[src/rtl/eep_pkg.sv]
package eep_pkg;
    localparam int CNT_W  = 4;
    localparam int WORD_W = 8;
    localparam int DEV_W  = 3;

    typedef enum logic [2:0] {
        ST_IDLE,
        ST_HOLD,
        ST_SEL,
        ST_WADDR,
        ST_WDATA,
        ST_RDATA
    } state_e;

    typedef struct packed {
        state_e              state;
        logic [CNT_W-1:0]    cnt;
        logic [WORD_W-1:0]   word;
        logic [DEV_W-1:0]    dev;
        logic                rw;
        logic                sda;
        logic                scl;
    } ctrl_t;
endpackage

[src/rtl/eep_store.sv]
module eep_store #(
    parameter int ADDR_W = 8
) (
    input  logic              clk,
    input  logic              rst_n,
    input  logic              we,
    input  logic [ADDR_W-1:0] addr,
    input  logic [2:0]        bit_sel,
    input  logic              val,
    output logic              rd_bit
);
    localparam int DEPTH = 1 << ADDR_W;

    logic [7:0] mem [DEPTH];

    always_ff @(posedge clk) begin
        if (we) mem[addr][bit_sel] <= val;
    end

    assign rd_bit = mem[addr][bit_sel];


    bit_write_chk: assert property (@(posedge clk) disable iff (!rst_n)
        we |=> mem[$past(addr)][$past(bit_sel)] == $past(val));
endmodule

[src/rtl/eep_ctrl.sv]
module eep_ctrl
    import eep_pkg::*;
#(
    parameter int ADDR_W = 8,
    parameter int PAGE_W = 4
) (
    input  logic              clk,
    input  logic              rst_n,
    input  logic              upd,
    input  logic              sda_in,
    input  logic              scl_in,
    input  logic              rd_bit,
    output logic              line,
    output logic              mem_we,
    output logic [ADDR_W-1:0] mem_addr,
    output logic [2:0]        mem_bit,
    output logic              mem_val
);
    localparam logic [WORD_W-1:0] AMASK = WORD_W'((1 << ADDR_W) - 1);
    localparam logic [WORD_W-1:0] PMASK = WORD_W'((1 << PAGE_W) - 1);

    ctrl_t q, d;
    logic fall, rise, start_ev, stop_ev;
    logic [CNT_W-1:0] sh, dsh;

    always_comb begin
        fall     = upd & q.scl & ~scl_in;
        rise     = upd & ~q.scl & scl_in;
        start_ev = upd & scl_in & q.sda & ~sda_in;
        stop_ev  = upd & scl_in & ~q.sda & sda_in;
        sh       = CNT_W'(8) - q.cnt;
        dsh      = CNT_W'(7) - q.cnt;
        d        = q;
        mem_we   = 1'b0;
        if (upd) begin
            d.sda = sda_in;
            d.scl = scl_in;
        end
        if (start_ev && q.state != ST_HOLD) begin
            d.state = ST_SEL;
            d.cnt   = '0;
        end else if (stop_ev) begin
            d.state = ST_IDLE;
        end else begin
            case (q.state)
                ST_SEL: begin
                    if (rise && q.cnt == '0) begin
                        d.cnt = CNT_W'(1);
                    end else if (fall && q.cnt != '0) begin
                        if (q.cnt <= CNT_W'(4)) begin
                            d.cnt = q.cnt + CNT_W'(1);
                        end else if (q.cnt <= CNT_W'(7)) begin
                            d.dev[dsh[1:0]] = q.sda;
                            d.cnt = q.cnt + CNT_W'(1);
                        end else if (q.cnt == CNT_W'(8)) begin
                            d.rw  = q.sda;
                            d.cnt = q.cnt + CNT_W'(1);
                        end else begin
                            d.cnt   = CNT_W'(1);
                            d.state = q.rw ? ST_RDATA : ST_WADDR;
                        end
                    end
                end
                ST_WADDR: begin
                    if (fall) begin
                        if (q.cnt < CNT_W'(9)) begin
                            d.word[sh[2:0]] = q.sda;
                            d.cnt = q.cnt + CNT_W'(1);
                        end else begin
                            d.cnt   = CNT_W'(1);
                            d.word  = q.word & AMASK;
                            d.state = ST_WDATA;
                        end
                    end
                end
                ST_WDATA: begin
                    if (fall) begin
                        if (q.cnt < CNT_W'(9)) begin
                            mem_we = 1'b1;
                            d.cnt  = q.cnt + CNT_W'(1);
                            if (q.cnt == CNT_W'(8))
                                d.word = (q.word & ~PMASK) | ((q.word + WORD_W'(1)) & PMASK);
                        end else begin
                            d.cnt = CNT_W'(1);
                        end
                    end
                end
                ST_RDATA: begin
                    if (fall) begin
                        if (q.cnt < CNT_W'(9)) begin
                            d.cnt = q.cnt + CNT_W'(1);
                            if (q.cnt == CNT_W'(8))
                                d.word = (q.word + WORD_W'(1)) & AMASK;
                        end else begin
                            d.cnt = CNT_W'(1);
                            if (q.sda) d.state = ST_HOLD;
                        end
                    end
                end
                default: ;
            endcase
        end
    end

    always_comb begin
        line = q.sda;
        case (q.state)
            ST_RDATA: if (q.cnt >= CNT_W'(1) && q.cnt <= CNT_W'(8)) line = rd_bit;
            ST_SEL, ST_WADDR, ST_WDATA: if (q.cnt == CNT_W'(9)) line = 1'b0;
            default: ;
        endcase
    end

    assign mem_addr = q.word[ADDR_W-1:0];
    assign mem_bit  = sh[2:0];
    assign mem_val  = q.sda;

    always_ff @(posedge clk) begin
        if (!rst_n) begin
            q <= '{state: ST_IDLE, cnt: '0, word: '0, dev: '0,
                   rw: 1'b0, sda: 1'b1, scl: 1'b1};
        end else begin
            q <= d;
        end
    end


    idle_hold_chk: assert property (@(posedge clk) disable iff (!rst_n)
        !upd |=> $stable(q));

    start_enter_chk: assert property (@(posedge clk) disable iff (!rst_n)
        (upd && scl_in && q.sda && !sda_in && q.state != ST_HOLD)
        |=> (q.state == ST_SEL && q.cnt == '0));

    stop_idle_chk: assert property (@(posedge clk) disable iff (!rst_n)
        (upd && scl_in && !q.sda && sda_in) |=> q.state == ST_IDLE);

    cnt_range_chk: assert property (@(posedge clk) disable iff (!rst_n)
        q.cnt <= CNT_W'(9));

    page_upper_chk: assert property (@(posedge clk) disable iff (!rst_n)
        (upd && q.state == ST_WDATA && q.scl && !scl_in && q.cnt == CNT_W'(8))
        |=> ((q.word >> PAGE_W) == ($past(q.word) >> PAGE_W)));
endmodule

[src/rtl/eep_slave.sv]
module eep_slave
    import eep_pkg::*;
#(
    parameter int ADDR_W = 8,
    parameter int PAGE_W = 4
) (
    input  logic       clk,
    input  logic       rst_n,
    input  logic       reg_wr,
    input  logic [1:0] reg_wdata,
    output logic [1:0] reg_rdata
);
    logic              line;
    logic              mem_we;
    logic [ADDR_W-1:0] mem_addr;
    logic [2:0]        mem_bit;
    logic              mem_val;
    logic              rd_bit;

    eep_ctrl #(.ADDR_W(ADDR_W), .PAGE_W(PAGE_W)) u_ctrl (
        .clk      (clk),
        .rst_n    (rst_n),
        .upd      (reg_wr),
        .sda_in   (reg_wdata[0]),
        .scl_in   (reg_wdata[1]),
        .rd_bit   (rd_bit),
        .line     (line),
        .mem_we   (mem_we),
        .mem_addr (mem_addr),
        .mem_bit  (mem_bit),
        .mem_val  (mem_val)
    );

    eep_store #(.ADDR_W(ADDR_W)) u_store (
        .clk     (clk),
        .rst_n   (rst_n),
        .we      (mem_we),
        .addr    (mem_addr),
        .bit_sel (mem_bit),
        .val     (mem_val),
        .rd_bit  (rd_bit)
    );

    assign reg_rdata = {line, 1'b0};
endmodule

[config.mk]
export PLATFORM = sky130hd
export DESIGN_NAME = eep_slave
export DESIGN_NICKNAME = d
export VERILOG_FILES = /design/src/rtl/eep_pkg.sv /design/src/rtl/eep_store.sv /design/src/rtl/eep_ctrl.sv /design/src/rtl/eep_slave.sv
export SDC_FILE = /design/constraint.sdc
export NUM_CORES = 2
export LEC_CHECK = 0
export ABC_AREA = 1
export BUFFER_PORTS_ARGS = -buffer_cell sky130_fd_sc_hd__buf_2
export CAP_MARGIN = 0
export CORE_ASPECT_RATIO = 1.25
export CORE_MARGIN = 2
export CORE_UTILIZATION = 42
export CTS_BUF_LIST = sky130_fd_sc_hd__clkbuf_2
export DETAILED_ROUTE_END_ITERATION = 16
export GPL_ROUTABILITY_DRIVEN = 1
export SLEW_MARGIN = 20
export SYNTH_ARGS = -nofsm -noshare
export SYNTH_HDL_FRONTEND = slang
export SYNTH_SLANG_ARGS = --single-unit
[constraint.sdc]
create_clock -name clk -period 44.2 [get_ports clk]
set_clock_uncertainty 0.2 [all_clocks]
set_input_delay 2.21 -clock clk [delete_from_list [all_inputs] [get_ports clk]]
set_output_delay 2.21 -clock clk [all_outputs]
set_load 0.05 [all_outputs]
==> metrics.md <==
| Metric | Value |
|---|---|
| First-pass GRT wire length | `422000 um` |
| Final hold vios | `0` |
| Grt ovf | `0` |
| Slew Viols, Final | `0` |
| Setup crit start kind | `flip-flop` |
| Worst Tran Pin Value | `1.21 ns` |
| Initial core utilization | `42.2%` |
| Worst reg-to-reg setup slack | `38.31 ns` |
| Crit Path Class | `reg -> out` |
| Hold path endpoint | `u_ctrl.q[0]$_SDFFE_PN1P_` |
| Asr flop ratio synth | `0%` |
| Leak | `32.1 nW` |
| Worst path arrival time | `8.13 ns` |
| Avg Cell Area, Syn | `9.89 um^2` |
| Pin count of the biggest net entering global routing | `308` |
| Hold Crit Class | `reg -> reg` |
| Iter 0 DRT Violations | `8288` |
| Mapped Cells | `9437` |
| Post-route ant nets | `0` |
| Clock latency on the worst-skew pair | `1.66 ns` |
| Max Root-Sink Buffers | `4` |
| RSZ-0062 raised after global routing | `no` |
| WL final | `282000 um` |
| Reg2reg end | `u_store.mem[173][3]$_DFFE_PP_` |
| Worst Setup End Kind | `primary output` |
| Row cnt | `193` |
| Synth unique cells | `35` |
| HPWL Detailed | `155000 um` |
| Post-route cell area | `0.0994 mm^2` |
| Setup_tns | `0 ns` |
| Hold_buf cts | `0` |
| Root Driver | `clkbuf_2` |
| Mapped Area | `0.0933 mm^2` |
| TritonCTS clock tree | `built` |
| Post_cts resized | `0` |
| First drt pass iteration count | `10` |
| # DRC | `0` |
| DR vias/cell | `5.61` |
| Placer Congestion | `0.914` |
| I/O pin cnt | `7` |
| Pre-CTS setup slack | `35.28 ns` |
| Die W | `426 um` |
| Vias in the first global route | `69700` |
| Ys Warns | `0` |
| Max VDD drop | `0.0167 mV` |
| Ys flop type | `edfxtp_1` |
| Critical path, cell by cell | `inv_16 -> buf_4 -> buf_4 -> buf_4 -> buf_4 -> nand2_1 -> nand3_1 -> nand3_1 -> nand3_1 -> nand3_1 -> nand3_1 -> nand3_1 -> nand3_1 -> nand3_1 -> nand2_1 -> nor2_1 -> nand2_1 -> nand2_1 -> nand2_1 -> buf_2` |
| Layout cells sized above 1 | `9.97%` |
| PD cells | `35.7 mW/mm^2` |
| # nets final | `9390` |
| Synthesis-to-layout area growth | `6.54%` |
| Relative slew margins | `19.1%` |
| Core footprint | `0.221 mm^2` |
| Critical path required time | `41.79 ns` |
| Hold path startpoint | `u_ctrl.q[0]$_SDFFE_PN1P_` |
| Wire per inst | `22.3 um` |
| Worst Reg-to-Reg Cells | `6` |
| Most frequent cell on the critical path | `nand3_1` |
| Final setup fails | `0` |
| Synthesized flop and latch total | `2074` |
| Maximum clock rate | `0.0948 GHz` |
| GRT Resource Usage Total | `24.5%` |
| Origin of the critical flop-to-flop path | `u_ctrl.mem_val$_SDFFE_PN1P_` |
| Seq/Total Area, Yosys | `66.4%` |
| Fin crit share | `23.9%` |
| Post-CTS setup buffer count | `0` |
| Area of the die | `0.226 mm^2` |
| Post-placement cell area | `0.0947 mm^2` |
| Vias | `71000` |
| Die height | `531 um` |
| Synth Net Count | `9449` |
| Port Buf Inserts | `5` |
| Crit Path Max Fanout | `243` |
| Clock sinks | `2074` |
| Worst hold path cell count | `2` |
| Max Cap Viol | `0` |
| Total CTS buffers | `526` |
| Setup WS post-layout | `33.66 ns` |
| Post-synth EDFFs | `2048` |
| Outcome | `finished, final reports clean` |
| CP max stage cell | `buf_4` |
| Initial antenna violation count | `10` |
| Clock Pin Slew Worst Setup and Hold Paths | `0.11 ns` |
| H-tree levels | `6` |
| Final min period | `10.54 ns` |
| Slowest stage delay, CP | `0.85 ns` |
flip-flops by register name, indices dropped and copies added (netlist names), named ones only:
register / flops
u_store.mem: 2048
u_ctrl.mem_val: 1
u_ctrl.mem_addr: 8
u_ctrl.q: 9
cell families after synthesis:
| family | count (synthesis) | share of synthesized area [%] |
|---|---|---|
| simple gates | 6535 | 29.1 |
| flops | 2074 | 66.4 |
| buf+inv | 761 | 3.97 |
| xor+xnor | 1 | 0.00939 |
| other cells | 1 | 0.00402 |
| fa+ha+maj | 7 | 0.0938 |
| compound gates | 58 | 0.387 |
critical path, delay by kind of cell, from the launching register on:
| family | cells | cell delay [ns] |
|---|---|---|
| buf+inv | 6 | 3.84 |
| flops | 1 | 0.51 |
| simple gates | 14 | 1.81 |
how the worst max path moves through the flow:
stage | from | to | slack (ns) | cells past startpoint
3_3_place_gp | flip-flop | reg_rdata[1] | 35.35 | 19
3_5_place_dp | flip-flop | reg_rdata[1] | 35.28 | 19
2_1_floorplan | u_ctrl.mem_val$_SDFFE_PN1P_ | reg_rdata[1] | 10.83 | 4
4_1_cts | flip-flop | reg_rdata[1] | 33.49 | 19
6_report | flip-flop | reg_rdata[1] | 33.66 | 20
5_1_grt | flip-flop | reg_rdata[1] | 33.20 | 20
synth_stat cells, types with 18 or more instances:
library cell / count / area, um^2
clkbuf_1: 124 / 465
buf_4: 19 / 143
nand2_1: 2369 / 8890
buf_6: 24 / 270
edfxtp_1: 2048 / 61500
buf_1: 65 / 244
nand3_1: 2046 / 10200
inv_1: 48 / 180
buf_2: 476 / 2380
dfxtp_1: 26 / 521
nor2_1: 2105 / 7900
o21ai_0: 18 / 90.1
where the power goes:
| part | switching [mW] | internal, mW | total [mW] |
|---|---|---|---|
| registers | 0.00213 | 2.17 | 2.17 |
| logic | 0.0540 | 0.00886 | 0.0628 |
| clock network | 0.785 | 0.533 | 1.32 |
layout make-up:
cell class	count	area, um^2
antenna	7	17.5
clock buffer	752	3760
clock inverter	110	860
fill	21300	122000
inverter	53	233
multi-input combinational	6602	27800
sequential	2074	62000
tap	2925	3660
timing repair buffer	121	1050
metal layers:
| metal | track usage, % | vias to the layer above | wire length (um) |
|---|---|---|---|
| met5 | 0 | - | 253 |
| met3 | 4.19 | 649 | 22100 |
| met1 | 30.1 | 35000 | 107000 |
| met4 | 11.9 | 8 | 13300 |
| li1 | - | 32200 | - |
| met2 | 41.6 | 3104 | 139000 |
metrics by stage:
step           std cells  hold WS, ns  power (mW)  utilization [%]
2_1_floorplan       9437        0.272        2.33                -
3_3_place_gp       11800        0.289        2.27             42.9
3_5_place_dp       11800        0.287        2.27             42.9
4_1_cts            12600        0.312        3.57             45.0
5_1_grt            12600        0.352        3.67             45.0
6_report           12600        0.315        3.55             45.0
layout by cell type, fill, tap and decap left out, types with 8 or more instances in the layout:
| cell type | count |
|---|---|
| a21oi_1 | 12 |
| buf_12 | 8 |
| buf_4 | 101 |
| bufinv_16 | 14 |
| clkbuf_2 | 752 |
| clkinv_1 | 63 |
| dfxtp_1 | 20 |
| edfxtp_1 | 2048 |
| inv_1 | 46 |
| inv_2 | 15 |
| nand2_1 | 2361 |
| nand3_1 | 2046 |
| nor2_1 | 2087 |
| nor2_4 | 18 |
| o21ai_0 | 18 |
Power figures use the tool's default switching activity.
